==> src/rtl/pw_slave_pkg.sv <==
package pw_slave_pkg;
  typedef enum logic [2:0] {
    EV_D0    = 3'd0,
    EV_D1    = 3'd1,
    EV_START = 3'd2,
    EV_ATTN  = 3'd3,
    EV_RST   = 3'd4
  } pw_ev_e;
endpackage

==> src/rtl/pw_sync.sv <==
module pw_sync #(
  parameter int   STAGES  = 2,
  parameter logic RST_VAL = 1'b1
) (
  input  logic clk_i,
  input  logic rst_ni,
  input  logic d_i,
  output logic q_o
);
  logic [STAGES-1:0] sh_q;

  generate
    if (STAGES == 1) begin : g_one
      always_ff @(posedge clk_i or negedge rst_ni)
        if (!rst_ni) sh_q <= RST_VAL;
        else         sh_q <= d_i;
    end else begin : g_many
      always_ff @(posedge clk_i or negedge rst_ni)
        if (!rst_ni) sh_q <= {STAGES{RST_VAL}};
        else         sh_q <= {sh_q[STAGES-2:0], d_i};
    end
  endgenerate

  assign q_o = sh_q[STAGES-1];
endmodule

==> src/rtl/pw_meter.sv <==
module pw_meter #(
  parameter int CNT_W   = 8,
  parameter int T_RESET = 192,
  parameter int T_INACT = 8
) (
  input  logic             clk_i,
  input  logic             rst_ni,
  input  logic             w_i,
  output logic [CNT_W-1:0] low_len_o,
  output logic             fall_o,
  output logic             seg_end_o,
  output logic             idle_o
);
  logic [CNT_W-1:0] low_q, high_q;

  // both counters saturate so a stuck wire never wraps
  always_ff @(posedge clk_i or negedge rst_ni) begin
    if (!rst_ni) begin
      low_q  <= '0;
      high_q <= '0;
    end else if (!w_i) begin
      high_q <= '0;
      if (low_q != CNT_W'(T_RESET)) low_q <= low_q + 1'b1;
    end else begin
      low_q <= '0;
      if (high_q != CNT_W'(T_INACT)) high_q <= high_q + 1'b1;
    end
  end

  assign low_len_o = low_q;
  assign fall_o    = !w_i && (low_q == '0);
  assign seg_end_o = w_i && (low_q != '0);
  assign idle_o    = w_i && (high_q == CNT_W'(T_INACT));
endmodule

==> src/rtl/pw_gate.sv <==
module pw_gate #(
  parameter int N_UNLOCK = 14
) (
  input  logic clk_i,
  input  logic rst_ni,
  input  logic data_ev_i,
  input  logic reset_ev_i,
  output logic open_o
);
  localparam int GW = $clog2(N_UNLOCK + 1);
  logic [GW-1:0] cnt_q;

  always_ff @(posedge clk_i or negedge rst_ni) begin
    if (!rst_ni)                  cnt_q <= '0;
    else if (reset_ev_i)          cnt_q <= '0;
    else if (data_ev_i && !open_o) cnt_q <= cnt_q + 1'b1;
  end

  assign open_o = (cnt_q == GW'(N_UNLOCK));
endmodule

==> src/rtl/pw_driver.sv <==
module pw_driver #(
  parameter int T_DRV1 = 24,
  parameter int T_DRVA = 128
) (
  input  logic clk_i,
  input  logic rst_ni,
  input  logic fall_i,
  input  logic idle_i,
  input  logic open_i,
  input  logic attn_req_i,
  input  logic rd_en_i,
  input  logic rd_bit_i,
  output logic pull_o
);
  localparam int DRV_MAX = (T_DRVA > T_DRV1) ? T_DRVA : T_DRV1;
  localparam int DW      = $clog2(DRV_MAX + 1);
  logic [DW-1:0] left_q;

  // attention outranks read-1: the longer pulse wins on the wire anyway
  always_ff @(posedge clk_i or negedge rst_ni) begin
    if (!rst_ni)                                      left_q <= '0;
    else if (left_q != '0)                            left_q <= left_q - 1'b1;
    else if (attn_req_i && open_i && (fall_i || idle_i)) left_q <= DW'(T_DRVA);
    else if (fall_i && rd_en_i && rd_bit_i)           left_q <= DW'(T_DRV1);
  end

  assign pull_o = (left_q != '0);
endmodule

==> src/rtl/pw_slave_phy.sv <==
module pw_slave_phy
  import pw_slave_pkg::*;
#(
  parameter int          T_BIT1   = 16,
  parameter int          T_START  = 48,
  parameter int          T_ATTN   = 96,
  parameter int          T_RESET  = 192,
  parameter int          T_INACT  = 8,
  parameter int          T_DRV1   = 24,
  parameter int          T_DRVA   = 128,
  parameter int          N_UNLOCK = 14,
  parameter int          SYNC_N   = 2,
  parameter int          ADDR_W   = 3,
  parameter logic [ADDR_W-1:0] ADDR0 = 3'd2,
  parameter logic [ADDR_W-1:0] ADDR1 = 3'd3
) (
  input  logic              clk_i,
  input  logic              rst_ni,
  input  logic              wire_i,
  output logic              pull_o,
  input  logic              addr_sel_i,
  output logic [ADDR_W-1:0] dev_addr_o,
  input  logic              rd_en_i,
  input  logic              rd_bit_i,
  input  logic              attn_req_i,
  output logic              ev_valid_o,
  output logic [2:0]        ev_kind_o
);
  localparam int CNT_W = $clog2(T_RESET + 1);

  logic             w_s, fall, seg_end, idle, attn_ok;
  logic [CNT_W-1:0] low_len;
  pw_ev_e           kind_c, kind_q;
  logic             ev_q;

  pw_sync #(.STAGES(SYNC_N), .RST_VAL(1'b1)) u_sync (
    .clk_i(clk_i), .rst_ni(rst_ni), .d_i(wire_i), .q_o(w_s)
  );

  pw_meter #(.CNT_W(CNT_W), .T_RESET(T_RESET), .T_INACT(T_INACT)) u_meter (
    .clk_i(clk_i), .rst_ni(rst_ni), .w_i(w_s), .low_len_o(low_len),
    .fall_o(fall), .seg_end_o(seg_end), .idle_o(idle)
  );

  // longest range first so long pulses never fall into a shorter class
  always_comb begin
    if      (low_len >= CNT_W'(T_RESET)) kind_c = EV_RST;
    else if (low_len >= CNT_W'(T_ATTN))  kind_c = EV_ATTN;
    else if (low_len >= CNT_W'(T_START)) kind_c = EV_START;
    else if (low_len >= CNT_W'(T_BIT1))  kind_c = EV_D1;
    else                                 kind_c = EV_D0;
  end

  always_ff @(posedge clk_i or negedge rst_ni) begin
    if (!rst_ni) begin
      ev_q   <= 1'b0;
      kind_q <= EV_D0;
    end else begin
      ev_q <= seg_end;
      if (seg_end) kind_q <= kind_c;
    end
  end

  pw_gate #(.N_UNLOCK(N_UNLOCK)) u_gate (
    .clk_i(clk_i), .rst_ni(rst_ni),
    .data_ev_i(ev_q && (kind_q == EV_D0 || kind_q == EV_D1)),
    .reset_ev_i(ev_q && (kind_q == EV_RST)),
    .open_o(attn_ok)
  );

  pw_driver #(.T_DRV1(T_DRV1), .T_DRVA(T_DRVA)) u_drv (
    .clk_i(clk_i), .rst_ni(rst_ni), .fall_i(fall), .idle_i(idle),
    .open_i(attn_ok), .attn_req_i(attn_req_i), .rd_en_i(rd_en_i),
    .rd_bit_i(rd_bit_i), .pull_o(pull_o)
  );

  assign ev_valid_o = ev_q;
  assign ev_kind_o  = kind_q;
  assign dev_addr_o = addr_sel_i ? ADDR1 : ADDR0;
endmodule

==> config.mk <==
export PLATFORM = sky130hd
export DESIGN_NAME = pw_slave_phy
export DESIGN_NICKNAME = d
export VERILOG_FILES = /design/src/rtl/pw_slave_pkg.sv /design/src/rtl/pw_sync.sv /design/src/rtl/pw_meter.sv /design/src/rtl/pw_gate.sv /design/src/rtl/pw_driver.sv /design/src/rtl/pw_slave_phy.sv
export SDC_FILE = /design/constraint.sdc
export NUM_CORES = 1
export LEC_CHECK = 0
export ABC_AREA = 1
export CELL_PAD_IN_SITES_DETAIL_PLACEMENT = 1
export CELL_PAD_IN_SITES_GLOBAL_PLACEMENT = 1
export CORE_ASPECT_RATIO = 1.25
export CORE_UTILIZATION = 46
export DETAILED_ROUTE_END_ITERATION = 16
export PLACE_DENSITY_LB_ADDON = 0.05
export SLEW_MARGIN = 20
export SYNTH_ARGS = -nofsm -noshare
export SYNTH_HDL_FRONTEND = slang
export SYNTH_SLANG_ARGS = --single-unit
==> constraint.sdc <==
create_clock -name clk_i -period 1.9 [get_ports clk_i]
set_input_delay 0.19 -clock clk_i [delete_from_list [all_inputs] [get_ports clk_i]]
set_output_delay 0.19 -clock clk_i [all_outputs]
set_load 0.03 [all_outputs]
==> results of run 1 <==
==> critical path: cells and delay by family, from the launching register on <==
| family | cells | cell delay [ps] |
|---|---|---|
| buffers and inverters | 3 | 300 |
| and+or+nand+nor | 2 | 280 |
| DFF | 1 | 410 |
| adders and majority gates | 1 | 220 |
==> cell usage after synthesis (3+ instances only) <==
library cell and instances:
sky130_fd_sc_hd__nand4_1 10, sky130_fd_sc_hd__nand2_1 33, sky130_fd_sc_hd__o21a_1 3, sky130_fd_sc_hd__xor2_1 3, sky130_fd_sc_hd__nor3_1 4, sky130_fd_sc_hd__nor2_1 22
sky130_fd_sc_hd__inv_2 3, sky130_fd_sc_hd__inv_1 26, sky130_fd_sc_hd__dfrtp_1 32, sky130_fd_sc_hd__a21oi_1 11, sky130_fd_sc_hd__o21ai_0 18, sky130_fd_sc_hd__ha_1 7
sky130_fd_sc_hd__nand3_1 12, sky130_fd_sc_hd__buf_4 3
==> metrics by stage <==
stage	power [µW]	util, %
after detailed placement	1660	51.5
after floorplan	1480	-
after global placement	1610	51.5
after global routing	2360	53.8
final	2210	53.8
after CTS	2250	53.9
==> final cells by class <==
type,instances,area (µm²),share of cell area [%]
Sequential cell,34,853,42.2
Tap cell,40,50.0,2.48
Inverter,30,115,5.70
Clock buffer,7,86.3,4.27
Clock inverter,1,5.00,0.248
Timing Repair Buffer,12,110,5.45
Multi-Input combinational cell,144,801,39.6
==> routing by layer <==
layer | track usage, % | wire, µm | vias up
met1 | 21.6 | 1530 | 687
met2 | 41.9 | 2220 | 12
li1 | - | - | 720
met3 | 5.88 | 90 | 4
met5 | 0 | 0 | -
met4 | 6.35 | 39 | 0
==> what timing repair did <==
action                     4_1_cts  5_1_grt
cloned                           0        0
setup endpoints to repair        1        1
resized for setup                2        2
==> cell families after synthesis <==
family	after synthesis	share of synthesized area (%)
AO/OA/AOI/OAI	36	10.7
XOR/XNOR	3	1.46
adder cells (fa/ha/maj)	7	4.87
buffers and inverters	35	8.21
flip-flops	34	47.4
other	2	0.417
AND/OR/NAND/NOR	96	26.9
==> where the power goes <==
| group | switching (µW) | internal, µW |
|---|---|---|
| Combinational | 382 | 266 |
| Sequential | 138 | 870 |
| Clock | 262 | 292 |
==> sequential cells by signal, summed over array words and instances, names as in the netlist <==
signal,flops
u_drv.left_q,8
u_gate.cnt_q,4
ev_kind_o,3
u_meter.low_len_o,8
u_meter.high_q,8
ev_valid_o,1
u_sync.sh_q,2
==> layout by cell type (no fill, tap or decap), types with 2 or more instances in the layout <==
master	count
sky130_fd_sc_hd__dfrtp_1	32
sky130_fd_sc_hd__conb_1	2
sky130_fd_sc_hd__nor3_1	4
sky130_fd_sc_hd__o21a_1	3
sky130_fd_sc_hd__clkdlybuf4s50_1	9
sky130_fd_sc_hd__nand4_1	10
sky130_fd_sc_hd__buf_4	2
sky130_fd_sc_hd__xor2_1	3
sky130_fd_sc_hd__clkbuf_8	6
sky130_fd_sc_hd__nand2_2	2
sky130_fd_sc_hd__ha_1	6
sky130_fd_sc_hd__dfstp_2	2
sky130_fd_sc_hd__inv_1	26
sky130_fd_sc_hd__nor2_2	2
sky130_fd_sc_hd__o21ai_0	18
sky130_fd_sc_hd__nor2_1	22
sky130_fd_sc_hd__a21oi_1	11
sky130_fd_sc_hd__nand2_1	33
sky130_fd_sc_hd__or2_2	2
sky130_fd_sc_hd__nand3_1	12
sky130_fd_sc_hd__and3_1	2
sky130_fd_sc_hd__o21ai_1	2
sky130_fd_sc_hd__inv_2	3
==> how the worst max path moves through the flow <==
stage	start	endpoint	slack, ps	depth (start not counted)
after detailed placement	u_drv.left_q[0]	pull_o	80	6
after global routing	u_drv.left_q[0]	pull_o	110	6
final	u_drv.left_q[0]	pull_o	210	6
after CTS	u_drv.left_q[0]	pull_o	20	6
after global placement	u_drv.left_q[0]	pull_o	130	6
after floorplan	u_drv.left_q[0]	u_drv.left_q[3]	570	9
==> impl_metrics.ini, run 1 <==
[global_route]
wire_length_of_the_first_global_routing_pass_um = 6720
antenna_found_initial = 0
grtUsageTotal_pct = 21.5
first_global_vias = 1523
pin_count_of_the_biggest_net_entering_global_routing = 35
grt_remaining_overflow = 0

[clock_network]
cts-hold-fix-buffers = 0
cts-buffers-inserted = 5
clock_tree_from_tritoncts = yes
h-tree-depth = 2
cts_sinks = 34
cts_setup_buffers = 0
clk_latency_ps = 280
cts.root.buffer_cell = sky130_fd_sc_hd__clkbuf_8
max-clock-path-buffers = 2
clk_pin_slew_worst_paths_ps = 70

[timing]
tns_ps = 0
drv_slew = 0
timing.final.crit_share_pct = 88.7
timing.final.setup_violations = 0
final_hold_viol_count = 0
finClkSkew_ps = 2.31
rsz_0062_raised_after_global_routing = no
timing.final.ws_setup_ps = 214
max_clock_freq_mhz = 593
fin_hold_ws_ps = 308
fin_crit_ps = 1690

[final_layout]
n_fill_cell = 456
final_area_um2 = 2020
antenna_diode_count = 0
layout-drive-gt1-share_pct = 12.7
layout-area-overhead-vs-synth_pct = 12.3
stdcell_count = 268
final_nets = 241

[route]
ant_nets = 0
drt_drc_violations_left = 1
postRouteWirelength_um = 3880
drt_pre_antenna_iters = 9
post_drt_via_cell_ratio = 5.31
avgRoutedWirePerCell_um = 14.5
detail_route.iter0.violations = 20
route.vias.total = 1423

[floorplanning]
start_util_pct = 47.9
chipHeight_um = 71.9
fp-row-count = 25
die_area_um2 = 4170
pin_count = 15
die_width_um = 57.9
core_region_area_um2 = 3750

[critical_path]
flop2flop_setup_slack_ps = 340
critical_path_cell_list = inv_1, ha_2, nand3_4, nor2_8, inv_4, clkbuf_2
crit_path_end_kind = output pin
crit_fanout = 5
max_stage_delay_ps = 410
rr_startpoint = u_meter.low_len_o[0]
number_of_cell_instances_on_the_worst_register_to_register_path = 11
cell_at_the_slowest_stage_of_the_critical_path = sky130_fd_sc_hd__dfrtp_1
worst-endpoint-required_ps = 1710
crit_arrival_ps = 1500
critical_path.reg2reg.endpoint = u_drv.left_q[3]
timing.critical_path.from_type = flop
critPathKind = reg2out

[yosys]
synth-seq-area-share_pct = 47.4
synth_async_sr_flop_share_pct = 100
syn_area_per_cell_um2 = 8.45
netlist.area_leader.share_pct = 44.5
synthesis.nets = 227
synthesis_stage_register_bit_count = 34
number_of_warning_messages_in_the_yosys_log = 0
count_of_flip_flops_with_a_built_in_enable_after_synthesis = 0
yosys.cell_types.count = 32
netlist_top_cells_area = sky130_fd_sc_hd__dfrtp_1, sky130_fd_sc_hd__nand2_1, sky130_fd_sc_hd__inv_1
post_synth_inst_count = 213
ys.flop_type = sky130_fd_sc_hd__dfrtp_1
synth_area_um2 = 1800
synth.largest_area_cell = sky130_fd_sc_hd__dfrtp_1

[hold_path]
hold_depth = 1
worst_hold_path_type = in2reg
hold-path-endpoint = u_sync.sh_q[0]
min-delay-start = wire_i

[placement]
io_buffer_count = 10
dp_hpwl_um = 2950
place_worst_setup_slack_ps = 84.3
post-place-cells = 260
gpl.final_weighted_congestion = 0.804
detailed_place.area_um2 = 1930

[power]
vdd_drop_max_mv = 0.570
power_density_normalized_to_cell_area_nw_per_um2 = 1090
static_leak_uw = 0.000981

[run_status]
failing_checks = design-rule violations
status = complete, but fails checks

[job]
max-cap-violations = 0
Note: power is estimated with default switching activity, not from simulation.
==> inputs of run 2 (changes only) <==
--- a/config.mk
+++ b/config.mk
@@ -9,10 +9,11 @@
 export CELL_PAD_IN_SITES_DETAIL_PLACEMENT = 1
 export CELL_PAD_IN_SITES_GLOBAL_PLACEMENT = 1
 export CORE_ASPECT_RATIO = 1.25
-export CORE_UTILIZATION = 46
+export CORE_UTILIZATION = 43
 export DETAILED_ROUTE_END_ITERATION = 16
 export PLACE_DENSITY_LB_ADDON = 0.05
 export SLEW_MARGIN = 20
 export SYNTH_ARGS = -nofsm -noshare
 export SYNTH_HDL_FRONTEND = slang
 export SYNTH_SLANG_ARGS = --single-unit
+export TNS_END_PERCENT = 10
==> constraint.sdc (replaced) <==
create_clock -name clk_i -period 1.83 [get_ports clk_i]
set_input_delay 0.183 -clock clk_i [delete_from_list [all_inputs] [get_ports clk_i]]
set_output_delay 0.183 -clock clk_i [all_outputs]
set_load 0.03 [all_outputs]
==> impl_metrics.ini, run 2 (synthesized netlist as in run 1, its figures left out) <==
[clock_network]
cts_setup_buffers = 0
max-clock-path-buffers = 2
cts-hold-fix-buffers = 0
clk_latency_ps = 280
cts-buffers-inserted = 5
h-tree-depth = 2
cts.root.buffer_cell = sky130_fd_sc_hd__clkbuf_8
clock_tree_from_tritoncts = yes
cts_sinks = 34
clk_pin_slew_worst_paths_ps = 70

[floorplanning]
fp-row-count = 25
core_region_area_um2 = 3880
die_width_um = 59.9
pin_count = 15
die_area_um2 = 4450
start_util_pct = 46.4
chipHeight_um = 74.3

[final_layout]
final_nets = 243
layout-drive-gt1-share_pct = 12.7
multiInputGateArea_um2 = 801
n_fill_cell = 497
postLayoutCoreUtil_pct = 52.5
layout.cells.most_common_list = sky130_fd_sc_hd__nand2_1, sky130_fd_sc_hd__dfrtp_1, sky130_fd_sc_hd__inv_1, sky130_fd_sc_hd__nor2_1, sky130_fd_sc_hd__o21ai_0
final_common_cell = sky130_fd_sc_hd__nand2_1
antenna_diode_count = 0
layout-area-overhead-vs-synth_pct = 13.3
ff_latch_area_um2 = 853

[timing]
tns_ps = 0
fin_crit_ps = 1630
finClkSkew_ps = 3.41
timing.final.setup_violations = 0
final_hold_viol_count = 0
max_clock_freq_mhz = 612
drv_slew = 0
timing.final.crit_share_pct = 89.3
rsz_0062_raised_after_global_routing = no

[critical_path]
crit_fanout = 3
number_of_cell_instances_on_the_worst_register_to_register_path = 11
critical_path.startpoint = u_drv.left_q[0]
rr_startpoint = u_meter.low_len_o[0]
timing.critical_path.from_type = flop
critical_path.reg2reg.endpoint = u_drv.left_q[3]
crit_arrival_ps = 1450
worst-endpoint-required_ps = 1650
crit_end = pull_o
critPathKind = reg2out
crit_path_end_kind = output pin
flop2flop_setup_slack_ps = 300

[global_route]
grtUsageTotal_pct = 20.4
grt_remaining_overflow = 0
first_global_vias = 1543
pin_count_of_the_biggest_net_entering_global_routing = 35
antenna_found_initial = 0
wire_length_of_the_first_global_routing_pass_um = 6670

[power]
static_leak_uw = 0.000980
vdd_drop_max_mv = 0.566
power_uw = 2250
power_density_normalized_to_cell_area_nw_per_um2 = 1100

[placement]
dp_hpwl_um = 2960
gpl.final_weighted_congestion = 0.780
io_buffer_count = 10

[route]
avgRoutedWirePerCell_um = 13.6
ant_nets = 0
post_drt_via_cell_ratio = 5.14
detail_route.iter0.violations = 47
postRouteWirelength_um = 3860
route.vias.total = 1456
drt_drc_violations_left = 0
drt_pre_antenna_iters = 4

[hold_path]
worst_hold_path_type = in2async

[job]
max-cap-violations = 0

[run_status]
status = complete, no violations
-- run 2: cell count changes in the layout (fill, tap and decap cells not counted), sizes merged --
cell and delta:
buf +2, clkinv -1
-- run 2: final cells by class --
class	count	share of cell area, %
inverter	30	5.65
multi-input combinational	144	39.3
clock buffer	7	3.74
tap	54	3.31
sequential	34	41.9
timing repair buffer	14	6.14
-- run 2: worst min path at each step --
| stage | to | slack [ps] | depth (start not counted) |
|---|---|---|---|
| 2_1_floorplan | ev_kind_o[0] | -110 | 0 |
| 3_3_place_gp | u_sync.sh_q[1] | 350 | 0 |
| 3_5_place_dp | u_sync.sh_q[1] | 350 | 0 |
| 4_1_cts | u_sync.sh_q[0] | 320 | 1 |
| 5_1_grt | u_sync.sh_q[0] | 310 | 1 |
| 6_report | u_meter.low_len_o[7] | 330 | 2 |
-- run 2: timing repair --
action                                  in CTS  in global routing
endpoints found under the setup margin       1                  1
resized for setup                            2                  2
hold endpoints to repair                     0                  0
-- run 2: layer usage --
layer | GRT usage (%) | part of all wire (%)
met5 | 0 | 0
met2 | 37.3 | 53
met4 | 9.56 | 1.9
met3 | 5.04 | 2.5
met1 | 21.6 | 42
-- run 2: critical path, stage by stage, from the launching register on --
cell	delay, ps
sky130_fd_sc_hd__dfrtp_1	400
sky130_fd_sc_hd__inv_1	90
sky130_fd_sc_hd__ha_2	220
sky130_fd_sc_hd__nand3_4	110
sky130_fd_sc_hd__nor2_8	140
sky130_fd_sc_hd__inv_4	40
sky130_fd_sc_hd__clkbuf_2	170
-- run 2: where the power goes --
| group | leakage [µW] | switching [µW] | total, µW | internal (µW) |
|---|---|---|---|---|
| combinational | 0.000499 | 406 | 686 | 281 |
| clock | 0.0000383 | 252 | 514 | 262 |
| sequential | 0.000442 | 141 | 1050 | 904 |
| total | 0.000980 | 799 | 2250 | 1450 |
-- run 2: metrics by stage --
| stage | cell area, µm² | hold WS [ps] | setup slack, ps | std cells |
|---|---|---|---|---|
| after floorplan | 1800 | -113 | 496 | 213 |
| after detailed placement | 1960 | 347 | 61.3 | 276 |
| after global routing | 2040 | 313 | 122 | 283 |
| final | 2040 | 326 | 197 | 283 |
| after CTS | 2040 | 323 | 8.92 | 283 |
| after global placement | 1960 | 348 | 88.4 | 276 |
==> inputs of run 3 (changes only) <==
--- a/config.mk
+++ b/config.mk
@@ -8,7 +8,8 @@
 export ABC_AREA = 1
 export CELL_PAD_IN_SITES_DETAIL_PLACEMENT = 1
 export CELL_PAD_IN_SITES_GLOBAL_PLACEMENT = 1
-export CORE_ASPECT_RATIO = 1.25
+export CORE_ASPECT_RATIO = 1.5
+export CORE_MARGIN = 2
 export CORE_UTILIZATION = 43
 export DETAILED_ROUTE_END_ITERATION = 16
 export PLACE_DENSITY_LB_ADDON = 0.05
==> impl_metrics.ini, run 3 (synthesized netlist as in run 1, its figures left out) <==
[run_status]
status = complete, no violations

[job]
max-cap-violations = 0

[clock_network]
clk_latency_ps = 290
cts.root.buffer_cell = sky130_fd_sc_hd__clkbuf_8
h-tree-depth = 2
cts-hold-fix-buffers = 0
clock_tree_from_tritoncts = yes
cts_sinks = 34
cts-buffers-inserted = 5
clk_pin_slew_worst_paths_ps = 70
max-clock-path-buffers = 2
cts_setup_buffers = 0

[timing]
fin_crit_ps = 1650
max_clock_freq_mhz = 607
timing.final.setup_violations = 0
finClkSkew_ps = 6.66
tns_ps = 0
rsz_0062_raised_after_global_routing = no
timing.final.crit_share_pct = 90.1
final_hold_viol_count = 0
drv_slew = 0

[power]
pwr-share-clk_pct = 24.9
vdd_drop_max_mv = 0.752
static_leak_uw = 0.000994
power_density_normalized_to_cell_area_nw_per_um2 = 1140
power.share.sequential_pct = 44.7
switching_share_of_power_pct = 35.7
p_comb_share_pct = 30.3
internal_power_uw = 1500
netSwitchingPower_uw = 832

[final_layout]
layout-area-overhead-vs-synth_pct = 14.0
antenna_diode_count = 0
layout.cells.most_common_list = sky130_fd_sc_hd__nand2_1, sky130_fd_sc_hd__dfrtp_1, sky130_fd_sc_hd__inv_1, sky130_fd_sc_hd__nor2_1, sky130_fd_sc_hd__o21ai_0
ff_latch_area_um2 = 853
layout-drive-gt1-share_pct = 14.3
final_nets = 244
multiInputGateArea_um2 = 803
n_fill_cell = 485
final_area_um2 = 2050
postLayoutCoreUtil_pct = 51.4
final_common_cell = sky130_fd_sc_hd__nand2_1

[floorplanning]
die_area_um2 = 4730
pin_count = 15
die_width_um = 56.8
chipHeight_um = 83.2
start_util_pct = 45.1
fp-row-count = 28
core_region_area_um2 = 3990

[route]
post_drt_via_cell_ratio = 5.35
detail_route.iter0.violations = 42
drt_pre_antenna_iters = 4
ant_nets = 0
avgRoutedWirePerCell_um = 15.1
route.vias.total = 1477
drt_drc_violations_left = 0
postRouteWirelength_um = 4160

[global_route]
first_global_vias = 1647
grtUsageTotal_pct = 19.6
antenna_found_initial = 0
grt_remaining_overflow = 0
wire_length_of_the_first_global_routing_pass_um = 7290
pin_count_of_the_biggest_net_entering_global_routing = 35

[critical_path]
timing.critical_path.from_type = flop
crit_arrival_ps = 1470
worst-endpoint-required_ps = 1650
crit_fanout = 5
crit_path_end_kind = output pin
critPathKind = reg2out

[placement]
io_buffer_count = 10
gpl.final_weighted_congestion = 0.772
dp_hpwl_um = 3210
detailed_place.area_um2 = 1960

[hold_path]
worst_hold_path_type = in2reg
run 3: stage by stage:
| step | std cells | hold WS [ps] | worst slack (ps) | power, µW |
|---|---|---|---|---|
| 3_5_place_dp | 268 | 355 | 40.1 | 1770 |
| 5_1_grt | 276 | 305 | 103 | 2490 |
| 6_report | 276 | 298 | 182 | 2330 |
| 2_1_floorplan | 213 | -113 | 496 | 1540 |
| 4_1_cts | 276 | 291 | 32.7 | 2350 |
| 3_3_place_gp | 268 | 346 | 75.2 | 1690 |
run 3: cell type report:
class                           count  area share [%]
Inverter                           30            5.61
Clock inverter                      1           0.244
Sequential cell                    34            41.6
Multi-Input combinational cell    144            39.1
Tap cell                           45            2.74
Timing Repair Buffer               15            6.46
Clock buffer                        7            4.21
run 3: timing repair:
| action | in CTS | in global routing |
|---|---|---|
| cloned | 0 | 0 |
| endpoints found under the setup margin | 1 | 1 |
| resized for setup | 3 | 4 |
run 3: final timing paths:
check | cells past startpoint | to | from | slack (ps)
max | 6 | pull_o | u_drv.left_q[1] | 180
min | 1 | u_sync.sh_q[0] | wire_i | 300
max reg2reg | 9 | u_drv.left_q[3] | u_meter.high_q[0] | 320
min reg2reg | 0 | u_sync.sh_q[1] | u_sync.sh_q[0] | 370
max in group asynchronous | 2 | u_sync.sh_q[0] | rst_ni | 1170
min in group asynchronous | 2 | u_gate.cnt_q[0] | rst_ni | 310
run 3: critical path: stages (launching register included):
cell                      delay [ps]
sky130_fd_sc_hd__dfrtp_1         410
sky130_fd_sc_hd__inv_1            80
sky130_fd_sc_hd__ha_2            200
sky130_fd_sc_hd__nand3_4         130
sky130_fd_sc_hd__nor2_8          150
sky130_fd_sc_hd__inv_4            40
sky130_fd_sc_hd__buf_2           170
run 3: routing by layer:
layer,global-route usage (%),vias up,wire length (µm)
met5,0,-,0
met4,8.03,0,91
met3,4.36,10,101
met2,36.4,16,2340
met1,20.5,724,1630
li1,-,727,-
run 3: power by group through the flow:
stage	Clock [µW]	Combinational (µW)	Sequential [µW]
after CTS	594	716	1040
after floorplan	0	501	1030
after global placement	0	657	1030
after detailed placement	0	711	1060
after global routing	620	813	1060
final	580	707	1040
